### src/rtl/isr_pkg.sv
package isr_pkg;
  localparam int DATA_W = 8;
  localparam int SEQ_W  = 3;
  localparam int SEL_W  = 3;

  localparam int BIT_INT   = 7;
  localparam int BIT_TC    = 4;
  localparam int CFG_NOREP = 6;

  localparam logic [DATA_W-1:0] CAUSE_BUS_SVC = 8'h10;
  localparam logic [DATA_W-1:0] CAUSE_BUS_RST = 8'h80;
  localparam logic [DATA_W-1:0] CFG_RESET_VAL = 8'h07;
  localparam logic [DATA_W-1:0] PHASE_STATUS  = 8'h03;
  localparam logic [SEQ_W-1:0]  STEP_DONE     = 3'd4;

  typedef enum logic [SEL_W-1:0] {
    SEL_STAT  = 3'd0,
    SEL_CAUSE = 3'd1,
    SEL_STEP  = 3'd2,
    SEL_FLAGS = 3'd3,
    SEL_CFG   = 3'd4
  } reg_sel_e;

  // Status after a transfer completes: count-zero and pending ORed in.
  function automatic logic [DATA_W-1:0] done_status(input logic [DATA_W-1:0] s);
    logic [DATA_W-1:0] m;
    m = '0;
    m[BIT_TC]  = 1'b1;
    m[BIT_INT] = 1'b1;
    return s | m;
  endfunction

  // Status loaded by a generic raise: caller bits below pending, pending set.
  function automatic logic [DATA_W-1:0] raise_status(input logic [DATA_W-1:0] s);
    logic [DATA_W-1:0] r;
    r = s;
    r[BIT_INT] = 1'b1;
    return r;
  endfunction
endpackage

### src/rtl/isr_access.sv
module isr_access
  import isr_pkg::*;
#(
  parameter int DW = DATA_W,
  parameter int SW = SEQ_W,
  parameter int AW = SEL_W
) (
  input  logic          rd_stb,
  input  logic [AW-1:0] rd_sel,
  input  logic          wr_stb,
  input  logic [AW-1:0] wr_sel,
  input  logic [DW-1:0] stat_q,
  input  logic [DW-1:0] cause_q,
  input  logic [SW-1:0] step_q,
  input  logic [DW-1:0] flags_q,
  input  logic [DW-1:0] cfg_q,
  output logic [DW-1:0] rd_data,
  output logic          clr_req,
  output logic          wr_flags,
  output logic          wr_cfg
);
  localparam int PADW = DW - SW;

  always_comb begin
    unique case (rd_sel)
      SEL_STAT:  rd_data = stat_q;
      SEL_CAUSE: rd_data = cause_q;
      SEL_STEP:  rd_data = {{PADW{1'b0}}, step_q};
      SEL_FLAGS: rd_data = flags_q;
      SEL_CFG:   rd_data = cfg_q;
      default:   rd_data = '0;
    endcase
  end

  assign clr_req  = rd_stb && (rd_sel == SEL_CAUSE);
  assign wr_flags = wr_stb && (wr_sel == SEL_FLAGS);
  assign wr_cfg   = wr_stb && (wr_sel == SEL_CFG);
endmodule

### src/rtl/isr_defer.sv
module isr_defer
  import isr_pkg::*;
#(
  parameter int DW = DATA_W
) (
  input  logic          clk,
  input  logic          rst_n,
  input  logic          capture,
  input  logic          consume,
  input  logic [DW-1:0] status_in,
  output logic          valid,
  output logic [DW-1:0] status_q
);
  always_ff @(posedge clk or negedge rst_n) begin
    if (!rst_n) begin
      valid    <= 1'b0;
      status_q <= '0;
    end else if (capture) begin
      valid    <= 1'b1;
      status_q <= status_in;
    end else if (consume) begin
      valid    <= 1'b0;
    end
  end

  // a held completion is only taken by a clearing read
  p_hold_until_take_r5: assert property (@(posedge clk) disable iff (!rst_n)
    (valid && !consume && !capture) |=> valid);
endmodule

### src/rtl/isr_core.sv
module isr_core
  import isr_pkg::*;
#(
  parameter int DW = DATA_W,
  parameter int SW = SEQ_W
) (
  input  logic          clk,
  input  logic          rst_n,
  input  logic          clr_req,
  input  logic          wr_flags,
  input  logic          wr_cfg,
  input  logic [DW-1:0] wr_data,
  input  logic          ev_raise,
  input  logic [DW-1:0] ev_cause,
  input  logic [DW-1:0] ev_stat,
  input  logic [SW-1:0] ev_seq,
  input  logic          ev_dma_done,
  input  logic          ev_cmpl,
  input  logic [DW-1:0] ev_cmpl_status,
  input  logic          ev_busrst,
  input  logic          defer_valid,
  input  logic [DW-1:0] defer_status,
  output logic          defer_capture,
  output logic          defer_take,
  output logic [DW-1:0] stat_q,
  output logic [DW-1:0] cause_q,
  output logic [SW-1:0] step_q,
  output logic [DW-1:0] flags_q,
  output logic [DW-1:0] cfg_q,
  output logic [DW-1:0] cmpl_q,
  output logic          tcclr_q
);
  logic [DW-1:0] stat_n, cause_n, flags_n, cfg_n, cmpl_n;
  logic [SW-1:0] step_n;
  logic          tcclr_n;
  logic          pending;
  logic          cmpl_now;
  logic          report_evt;
  logic          any_evt;

  assign pending       = stat_q[BIT_INT];
  assign cmpl_now      = ev_cmpl && !pending;
  assign defer_capture = ev_cmpl && pending;
  assign defer_take    = clr_req && defer_valid;
  assign report_evt    = defer_take || cmpl_now;
  assign any_evt       = ev_raise || ev_dma_done || ev_cmpl || ev_busrst;

  // Later assignments win: clear < bus reset < completion < DMA done < raise.
  always_comb begin
    stat_n  = stat_q;
    cause_n = cause_q;
    step_n  = step_q;
    flags_n = flags_q;
    cfg_n   = cfg_q;
    cmpl_n  = cmpl_q;
    tcclr_n = 1'b0;
    if (wr_flags) flags_n = wr_data;
    if (wr_cfg)   cfg_n   = wr_data;
    if (clr_req) begin
      cause_n          = '0;
      stat_n[BIT_TC]   = 1'b0;
      stat_n[BIT_INT]  = 1'b0;
      step_n           = STEP_DONE;
    end
    if (ev_busrst) begin
      cause_n = CAUSE_BUS_RST;
      if (!cfg_q[CFG_NOREP]) stat_n[BIT_INT] = 1'b1;
    end
    if (report_evt) begin
      stat_n  = done_status(PHASE_STATUS);
      cause_n = CAUSE_BUS_SVC;
      step_n  = '0;
      flags_n = '0;
      tcclr_n = 1'b1;
      cmpl_n  = defer_take ? defer_status : ev_cmpl_status;
    end
    if (ev_dma_done) begin
      stat_n  = done_status(stat_n);
      cause_n = CAUSE_BUS_SVC;
      step_n  = '0;
      flags_n = '0;
      tcclr_n = 1'b1;
    end
    if (ev_raise) begin
      stat_n  = raise_status(ev_stat);
      cause_n = ev_cause;
      step_n  = ev_seq;
    end
  end

  always_ff @(posedge clk or negedge rst_n) begin
    if (!rst_n) begin
      stat_q  <= '0;
      cause_q <= '0;
      step_q  <= '0;
      flags_q <= '0;
      cfg_q   <= CFG_RESET_VAL;
      cmpl_q  <= '0;
      tcclr_q <= 1'b0;
    end else begin
      stat_q  <= stat_n;
      cause_q <= cause_n;
      step_q  <= step_n;
      flags_q <= flags_n;
      cfg_q   <= cfg_n;
      cmpl_q  <= cmpl_n;
      tcclr_q <= tcclr_n;
    end
  end

  // a plain clearing read drops the pending bit
  p_clear_drops_r3: assert property (@(posedge clk) disable iff (!rst_n)
    (clr_req && !defer_valid && !any_evt) |=> !stat_q[BIT_INT]);
  // raise beats clear in the same cycle
  p_raise_wins_r10: assert property (@(posedge clk) disable iff (!rst_n)
    (clr_req && ev_raise) |=> (stat_q[BIT_INT] && cause_q == $past(ev_cause)));
  // masked bus reset leaves a clear line clear
  p_busrst_masked_r8: assert property (@(posedge clk) disable iff (!rst_n)
    (ev_busrst && cfg_q[CFG_NOREP] && !pending && !ev_raise && !ev_dma_done && !ev_cmpl)
      |=> !stat_q[BIT_INT]);
  // a held completion changes neither cause nor pending
  p_defer_quiet_r5: assert property (@(posedge clk) disable iff (!rst_n)
    (defer_capture && !clr_req && !ev_raise && !ev_dma_done && !ev_busrst)
      |=> ($stable(cause_q) && stat_q[BIT_INT]));
  // DMA done is followed by the counter-clear pulse
  p_tc_pulse_r9: assert property (@(posedge clk) disable iff (!rst_n)
    ev_dma_done |=> tcclr_q);
endmodule

### src/rtl/isr_ctrl.sv
module isr_ctrl
  import isr_pkg::*;
#(
  parameter int DW = DATA_W,
  parameter int SW = SEQ_W,
  parameter int AW = SEL_W
) (
  input  logic          clk,
  input  logic          rst_n,
  input  logic          rd_stb,
  input  logic [AW-1:0] rd_sel,
  output logic [DW-1:0] rd_data,
  input  logic          wr_stb,
  input  logic [AW-1:0] wr_sel,
  input  logic [DW-1:0] wr_data,
  input  logic          ev_raise,
  input  logic [DW-1:0] ev_cause,
  input  logic [DW-1:0] ev_stat,
  input  logic [SW-1:0] ev_seq,
  input  logic          ev_dma_done,
  input  logic          ev_cmpl,
  input  logic [DW-1:0] ev_cmpl_status,
  input  logic          ev_busrst,
  output logic          irq_o,
  output logic [DW-1:0] cmpl_status_o,
  output logic          tc_clear_o
);
  logic [DW-1:0] stat_q, cause_q, flags_q, cfg_q, defer_status;
  logic [SW-1:0] step_q;
  logic          clr_req, wr_flags, wr_cfg;
  logic          defer_valid, defer_capture, defer_take;

  isr_access #(.DW(DW), .SW(SW), .AW(AW)) u_access (
    .rd_stb(rd_stb), .rd_sel(rd_sel), .wr_stb(wr_stb), .wr_sel(wr_sel),
    .stat_q(stat_q), .cause_q(cause_q), .step_q(step_q), .flags_q(flags_q),
    .cfg_q(cfg_q), .rd_data(rd_data), .clr_req(clr_req),
    .wr_flags(wr_flags), .wr_cfg(wr_cfg)
  );

  isr_defer #(.DW(DW)) u_defer (
    .clk(clk), .rst_n(rst_n), .capture(defer_capture), .consume(defer_take),
    .status_in(ev_cmpl_status), .valid(defer_valid), .status_q(defer_status)
  );

  isr_core #(.DW(DW), .SW(SW)) u_core (
    .clk(clk), .rst_n(rst_n), .clr_req(clr_req), .wr_flags(wr_flags),
    .wr_cfg(wr_cfg), .wr_data(wr_data), .ev_raise(ev_raise),
    .ev_cause(ev_cause), .ev_stat(ev_stat), .ev_seq(ev_seq),
    .ev_dma_done(ev_dma_done), .ev_cmpl(ev_cmpl),
    .ev_cmpl_status(ev_cmpl_status), .ev_busrst(ev_busrst),
    .defer_valid(defer_valid), .defer_status(defer_status),
    .defer_capture(defer_capture), .defer_take(defer_take),
    .stat_q(stat_q), .cause_q(cause_q), .step_q(step_q), .flags_q(flags_q),
    .cfg_q(cfg_q), .cmpl_q(cmpl_status_o), .tcclr_q(tc_clear_o)
  );

  assign irq_o = stat_q[BIT_INT];

  // a deferred report keeps the line up across the acknowledging read
  p_defer_report_r6: assert property (@(posedge clk) disable iff (!rst_n)
    defer_take |=> irq_o);
endmodule

### config.mk
export PLATFORM = sky130hd
export DESIGN_NAME = isr_ctrl
export DESIGN_NICKNAME = d
export VERILOG_FILES = /design/src/rtl/isr_pkg.sv /design/src/rtl/isr_access.sv /design/src/rtl/isr_defer.sv /design/src/rtl/isr_core.sv /design/src/rtl/isr_ctrl.sv
export SDC_FILE = /design/constraint.sdc
export NUM_CORES = 1
export LEC_CHECK = 0
export BUFFER_PORTS_ARGS = -buffer_cell sky130_fd_sc_hd__buf_2
export CAP_MARGIN = 20
export CORE_UTILIZATION = 45
export CTS_BUF_LIST = sky130_fd_sc_hd__clkbuf_8
export DETAILED_ROUTE_END_ITERATION = 16
export GPL_TIMING_DRIVEN = 0
export PLACE_DENSITY = 0.78
export SYNTH_ARGS = -nofsm -noshare
export SYNTH_HDL_FRONTEND = slang
export SYNTH_SLANG_ARGS = --single-unit
### constraint.sdc
create_clock -name clk -period 1.3 [get_ports clk]
set_input_delay 0.13 -clock clk [delete_from_list [all_inputs] [get_ports clk]]
set_output_delay 0.13 -clock clk [all_outputs]
set_load 0.02 [all_outputs]
==> summary.txt, run 1 <==
Critical path
  – R2R depth: 5
  – Slowest-stage cell, CP: mux4_2
  – CP max FO: 2
  – Crit path capture type: primary output
  – Critical Path, Cell by Cell: mux4_2, mux2_2, buf_6
  – Reg2reg setup slack: -0.07 ns
  – Critical Path AT: 1.57 ns
  – Startpoint Class: flip-flop
  – R2R Path End: u_core.cause_q[5]
  – Worst reg2reg startpoint: u_core.stat_q[7]
  – CP Class: reg2out
  – Req. time, crit path: roughly 1.2 ns
  – Slowest stage delay, CP: 0.46 ns

Finish
  – Fin cells: 373
  – Antenna diodes: 0
  – Fin nets: approximately 350
  – Most frequent cells in the layout: buf_2, dfrtp_1, nand2_1
  – Commonest non-fill, non-tap cell in the layout: buf_2
  – Layout fillers: 432
  – Ratio of cells with drive above 1 in the final layout: 0.465
  – Final Cell Area: 3300 µm²
  – Layout area overhead: 30.1%

Synthesis
  – Gate Count Post-Synth: 216
  – Post-synth EDFFs: 0
  – Cell Area, Synth: 2540 µm²
  – Synth Register Bits: 53
  – Syn nets: 265
  – Seq/Total Area, Yosys: 0.524
  – Synth warn: 0
  – Most used flip-flop cell after synthesis: dfrtp_1
  – Ys async rst share: 1.00
  – Largest cells by area after synthesis: dfrtp_1, mux2_2, mux2i_1, a22o_1, nand2_1
  – Synth top area share: 0.493
  – Synthesized area per cell: 11.7 µm²
  – Area leader, netlist: dfrtp_1
  – Library cells used by synthesis: 41

Floorplanning
  – Die width: 77.1 µm
  – Core ar.: 5270 µm²
  – Row Count: 26
  – Number of I/O pins: 67
  – Die area: 5940 µm²
  – Die Height: 77.1 µm
  – Starting density of the core: 0.481

Clock network
  – Worst skew pair latency: about 0.30 ns
  – H-tree levels: 2
  – Sink Count: 53
  – CTS max path bufs: 2
  – CTS tree: done
  – CTS root buf: clkbuf_8
  – Worst-path clk slew: 0.09 ns
  – CTS buffer count: 5

Worst hold path
  – Hold Path Stages: 3
  – Worst Hold Path EP: u_core.step_q[2]
  – Worst Hold Launch: ev_seq[2]
  – Worst Hold Class: in2reg

Routing
  – Routed wire length: 6130 µm
  – Vias/cell: approximately 5.5
  – ANT nets after route: 0
  – Initial drt markers: 124
  – Drt drc: 0
  – DR WL/cell: 16.4 µm
  – DR pass1 iterations: 4
  – Vias: a little over 2000

STA
  – Peak Freq: between 500 and 600 MHz
  – Worst slew pin tran: 0.718 ns
  – Clock Skew: around 0.0037 ns
  – Fin crit period: 1.70 ns
  – Max-slew headroom: 0.519
  – Max-slew violations: 0
  – Final hold vios: 0
  – Smallest setup slack after layout: -0.405 ns
  – Setup-violating endpoint count in the final report: 28
  – Setup TNS: -2.23 ns
  – Fin crit share: 1.31
  – RSZ-0062 raised after global routing: yes

Status
  – Failing checks: setup timing
  – Status: complete, but fails checks

Power
  – Pwr/cell area: 1140 nW/µm²
  – Leak Pwr: between 1.5 and 2 nW
  – Peak supply drop: 0.443 mV

GRT
  – Initial antenna violation count: 0
  – GRT Util Overall: 0.214
  – Remaining Overflow, GRT: 0
  – Number of global-route vias before repair: around 2000
  – Largest net degree at the start of global routing: 29
  – First-pass GRT wire length: 9800 µm

Placed design
  – Dpl hpwl: about 4300 µm
  – PortBufs: between 60 and 70
  – GP Congestion: 0.772
  – Placed instance area: 2970 µm²
  – Placed cell count: roughly 350
  – Pre-CTS setup slack: -0.304 ns

Run
  – Max-cap violation count: 0
routing by layer:
layer,part of all wire,wire [µm],vias up,GRT usage
met2,0.50,3080,59,0.336
met3,0.046,281,4,0.0429
met1,0.44,2700,1009,0.300
li1,-,-,962,-
met5,0,0,-,0
met4,0.011,69,0,0.0642
stage by stage:
stage / hold slack [ns] / power (mW) / utilization
after floorplan: -0.166 / 2.41 / -
after global placement: 0.361 / 2.68 / 0.559
after detailed placement: 0.179 / 2.72 / 0.563
after CTS: 0.0469 / 3.76 / 0.604
after global routing: 0.0473 / 3.96 / 0.627
final: 0.0520 / 3.76 / 0.627
cell families (layout without fill, tap and decap cells):
group,count (synthesis),after routing,synth area share
DFF,53,53,0.524
and+or+nand+nor,60,60,0.132
buffers and inverters,13,100,0.0281
AOI/OAI and AO/OA,54,54,0.160
muxes,36,36,0.155
synth_stat cells (3+ instances only):
cell,instances
a21oi_2,9
nor2_1,3
mux2i_1,18
mux2_2,17
nor2b_1,9
a21oi_1,3
dfstp_2,3
dfrtp_1,50
clkbuf_1,4
o21ai_0,14
nand2_1,26
nand3_1,8
a2bb2oi_1,7
a22o_1,12
sequential cells by signal, indices dropped and copies added (netlist names):
register          flops
u_core.stat_q         8
u_core.cause_q        8
u_defer.status_q      8
u_defer.valid         1
u_core.cmpl_q         8
u_core.tcclr_q        1
u_core.flags_q        8
u_core.cfg_q          8
u_core.step_q         3
critical path, delay by kind of cell, from the launching register on:
kind,cells,cell delay (ns)
flip-flops,1,0.40
buffers and inverters,1,0.13
multiplexers,2,0.75
report_power, final:
group	internal, mW	switching (mW)	leakage (nW)	total [mW]
combinational	0.390	0.421	0.848	0.811
sequential	1.85	0.110	0.645	1.96
clock	0.482	0.506	0.0542	0.988
layout make-up:
cell class                 count  area [µm²]  area share
timing repair buffer          79         473       0.143
clock inverter                 1        5.00     0.00152
multi-input combinational    150        1230       0.371
buffer                        11        75.1      0.0227
sequential                    53        1330       0.403
clock buffer                   7        96.3      0.0292
tap                           70        87.6      0.0265
inverter                       2        7.51     0.00227
what timing repair did:
action | in CTS | in global routing
cloned | 0 | 0
hold buffers | 1 | 0
pin swaps | 2 | 9
endpoints found under the setup margin | 33 | 29
hold endpoints to repair | 22 | 0
gates resized for setup | 18 | 19
setup buffers | 9 | 5
how the worst max path moves through the flow:
stage | from | end | slack [ns] | depth (start not counted)
after floorplan | u_core.stat_q[7] | u_core.flags_q[0] | 0.003 | 4
after global placement | rd_sel[0] | rd_data[6] | -0.35 | 6
after detailed placement | rd_sel[0] | rd_data[6] | -0.30 | 6
after CTS | u_core.flags_q[1] | rd_data[1] | -0.42 | 3
after global routing | u_core.flags_q[1] | rd_data[1] | -0.45 | 3
final | u_core.flags_q[1] | rd_data[1] | -0.40 | 3
Power figures use the tool's default switching activity.
==> inputs of run 2 (changes only) <==
==> constraint.sdc (replaced) <==
create_clock -name clk -period 1.3 [get_ports clk]
set_input_delay 0.13 -clock clk [delete_from_list [all_inputs] [get_ports clk]]
set_output_delay 0.13 -clock clk [all_outputs]
set_load 0.005 [all_outputs]
==> run 2 against run 1 <==
Largest power group unchanged. First-iteration DRC count down 7.3%. Sequential share of layout area fell by 0.21 points. Die area is the same. Global-route usage increased by 0.58 points. The flow still finishes with violations (setup timing). Clock skew is 0.0083 ns higher. Highest routed layer unchanged.
==> summary.txt, run 2 (same netlist as run 1, synthesis figures left out) <==
Routing
  – ANT nets after route: 0 (unchanged)
  – Vias: 2000 (-1.7%)
  – Routed wire length: 6330 µm (+3.3%)
  – Vias/cell: 5.33 (-2.2%)
  – DR pass1 iterations: 4 (unchanged)
  – Initial drt markers: 115 (-7.3%)
  – Drt drc: 0 (unchanged)
  – DR WL/cell: 16.9 µm (+2.7%)

Clock network
  – CTS buffer count: 5 (unchanged)
  – CTS max path bufs: 2 (unchanged)
  – Worst-path clk slew: 0.10 ns (about the same)
  – CTS tree: done
  – H-tree levels: 2 (unchanged)
  – Sink Count: 53 (unchanged)
  – CTS root buf: clkbuf_8
  – Worst skew pair latency: 0.31 ns (about the same)

Status
  – Failing checks: setup timing
  – Status: complete, but fails checks

Worst hold path
  – Worst Hold Class: in2reg

STA
  – Fin crit period: 1.70 ns (-0.00172 ns)
  – Setup-violating endpoint count in the final report: 24 (-14%)
  – Clock Skew: 0.0120 ns (+0.00829 ns)
  – Smallest setup slack after layout: -0.403 ns (+0.00172 ns)
  – Worst slew pin tran: 0.689 ns (-0.0290 ns)
  – Final hold vios: 0 (unchanged)
  – Peak Freq: 587 MHz (+0.10%)
  – Fin crit share: 1.31 (-0.00132)
  – RSZ-0062 raised after global routing: yes
  – Max-slew headroom: 0.538 (+0.0195)
  – Max-slew violations: 0 (unchanged)

Floorplanning
  – Die area: 5940 µm² (unchanged)
  – Row Count: 26 (unchanged)
  – Starting density of the core: 0.481 (unchanged)
  – Core ar.: 5270 µm² (unchanged)
  – Number of I/O pins: 67 (unchanged)
  – Die width: 77.1 µm (unchanged)
  – Die Height: 77.1 µm (unchanged)

Power
  – P_sw: 0.974 mW (-6.0%)
  – Clock share of power: 0.302 (+0.039)
  – Cell internal pwr: 2.87 mW (+5.4%)
  – Peak supply drop: 0.572 mV (+29%)
  – Gate power share: 0.187 (-0.029)
  – Switching share of power: 0.253 (-0.0222)
  – Reg power frac: 0.511 (-0.011)
  – Pwr/cell area: 1160 nW/µm² (+1.8%)
  – Leak Pwr: 1.55 nW (+0.38%)

GRT
  – Largest net degree at the start of global routing: 28 (-3.4%)
  – Initial antenna violation count: 0 (unchanged)
  – First-pass GRT wire length: 10200 µm (+3.7%)
  – GRT Util Overall: 0.220 (+0.00584)
  – Number of global-route vias before repair: 2056 (+5.3%)
  – Remaining Overflow, GRT: 0 (unchanged)

Critical path
  – CP Class: reg2out
  – Startpoint Class: flip-flop
  – CP max FO: 2 (unchanged)
  – Crit path capture type: primary output
  – Critical Path AT: 1.57 ns (about the same)
  – Req. time, crit path: 1.17 ns (about the same)

Run
  – Max-cap violation count: 0 (unchanged)

Finish
  – Ratio of cells with drive above 1 in the final layout: 0.469 (+0.00351)
  – Commonest non-fill, non-tap cell in the layout: buf_2
  – Antenna diodes: 0 (unchanged)
  – Fin cells: 375 (+0.54%)
  – Most frequent cells in the layout: buf_2, dfrtp_1, nand2_1
  – Layout fillers: 434 (+0.46%)
  – Layout area overhead: 30.7%
  – Fin nets: 353 (+0.57%)
  – Post-layout util: 0.629 (+0.00261)

Placed design
  – Dpl hpwl: 4280 µm (-0.58%)
  – GP Congestion: 0.778 (+0.74%)
  – PortBufs: 64 (unchanged)
  – Placed cell count: 351 (unchanged)
run 2: final cells by class:
cell class	count	area, µm²	area share
Sequential cell	53	1330	0.401
Timing Repair Buffer	81	474	0.143
Multi-Input combinational cell	150	1220	0.368
Tap cell	70	87.6	0.0264
Buffer	11	75.1	0.0226
Clock inverter	2	37.5	0.0113
Clock buffer	6	82.6	0.0249
Inverter	2	7.51	0.00226
run 2: worst paths after layout:
check                             startpoint                end  slack, ns  cells after the start
min in group asynchronous              rst_n  u_core.cause_q[3]       0.37                      2
min reg2reg                u_core.cause_q[1]  u_core.cause_q[1]       0.51                      1
max reg2reg                 u_core.stat_q[7]  u_core.cause_q[5]      -0.07                      5
max                         u_core.stat_q[1]         rd_data[1]      -0.40                      3
max in group asynchronous              rst_n    u_core.cfg_q[1]       0.29                      3
min                               ev_stat[6]   u_core.stat_q[6]       0.04                      2
run 2: power groups by stage:
stage / Clock, mW / Sequential [mW] / Combinational (mW)
after detailed placement: 0 / 1.99 / 0.628
after CTS: 1.18 / 1.96 / 0.667
after global placement: 0 / 1.98 / 0.602
final: 1.16 / 1.97 / 0.720
after global routing: 1.26 / 1.99 / 0.788
after floorplan: 0 / 1.97 / 0.343
run 2: layer usage:
metal	track usage	up-vias	routed length [µm]
li1	-	961	-
met1	0.300	988	2860
met2	0.363	45	3220
met3	0.0357	6	178
met4	0.0623	0	68
met5	0	-	0
run 2: per-stage QoR:
stage	setup WS (ns)	hold slack (ns)	power, mW	cell area [µm²]	TNS (ns)
3_3_place_gp	-0.322	0.360	2.58	2950	-4.46
6_report	-0.403	0.0425	3.85	3320	-1.96
4_1_cts	-0.409	0.0402	3.80	3190	-1.28
3_5_place_dp	-0.330	0.181	2.62	2970	-5.10
5_1_grt	-0.432	0.0344	4.03	3320	-3.33
2_1_floorplan	0.0205	-0.166	2.31	2540	0
run 2: critical path, cell delays in order (launching register included):
cell,delay (ns)
dfrtp_1,0.41
mux4_2,0.45
mux2_2,0.28
buf_2,0.13
run 2: repair_timing:
action	CTS	global route
hold endpoints to repair	26	0
buffers inserted	9	7
setup endpoints to repair	35	31
hold buffers	1	0
gates resized for setup	14	25
pin swaps	2	10
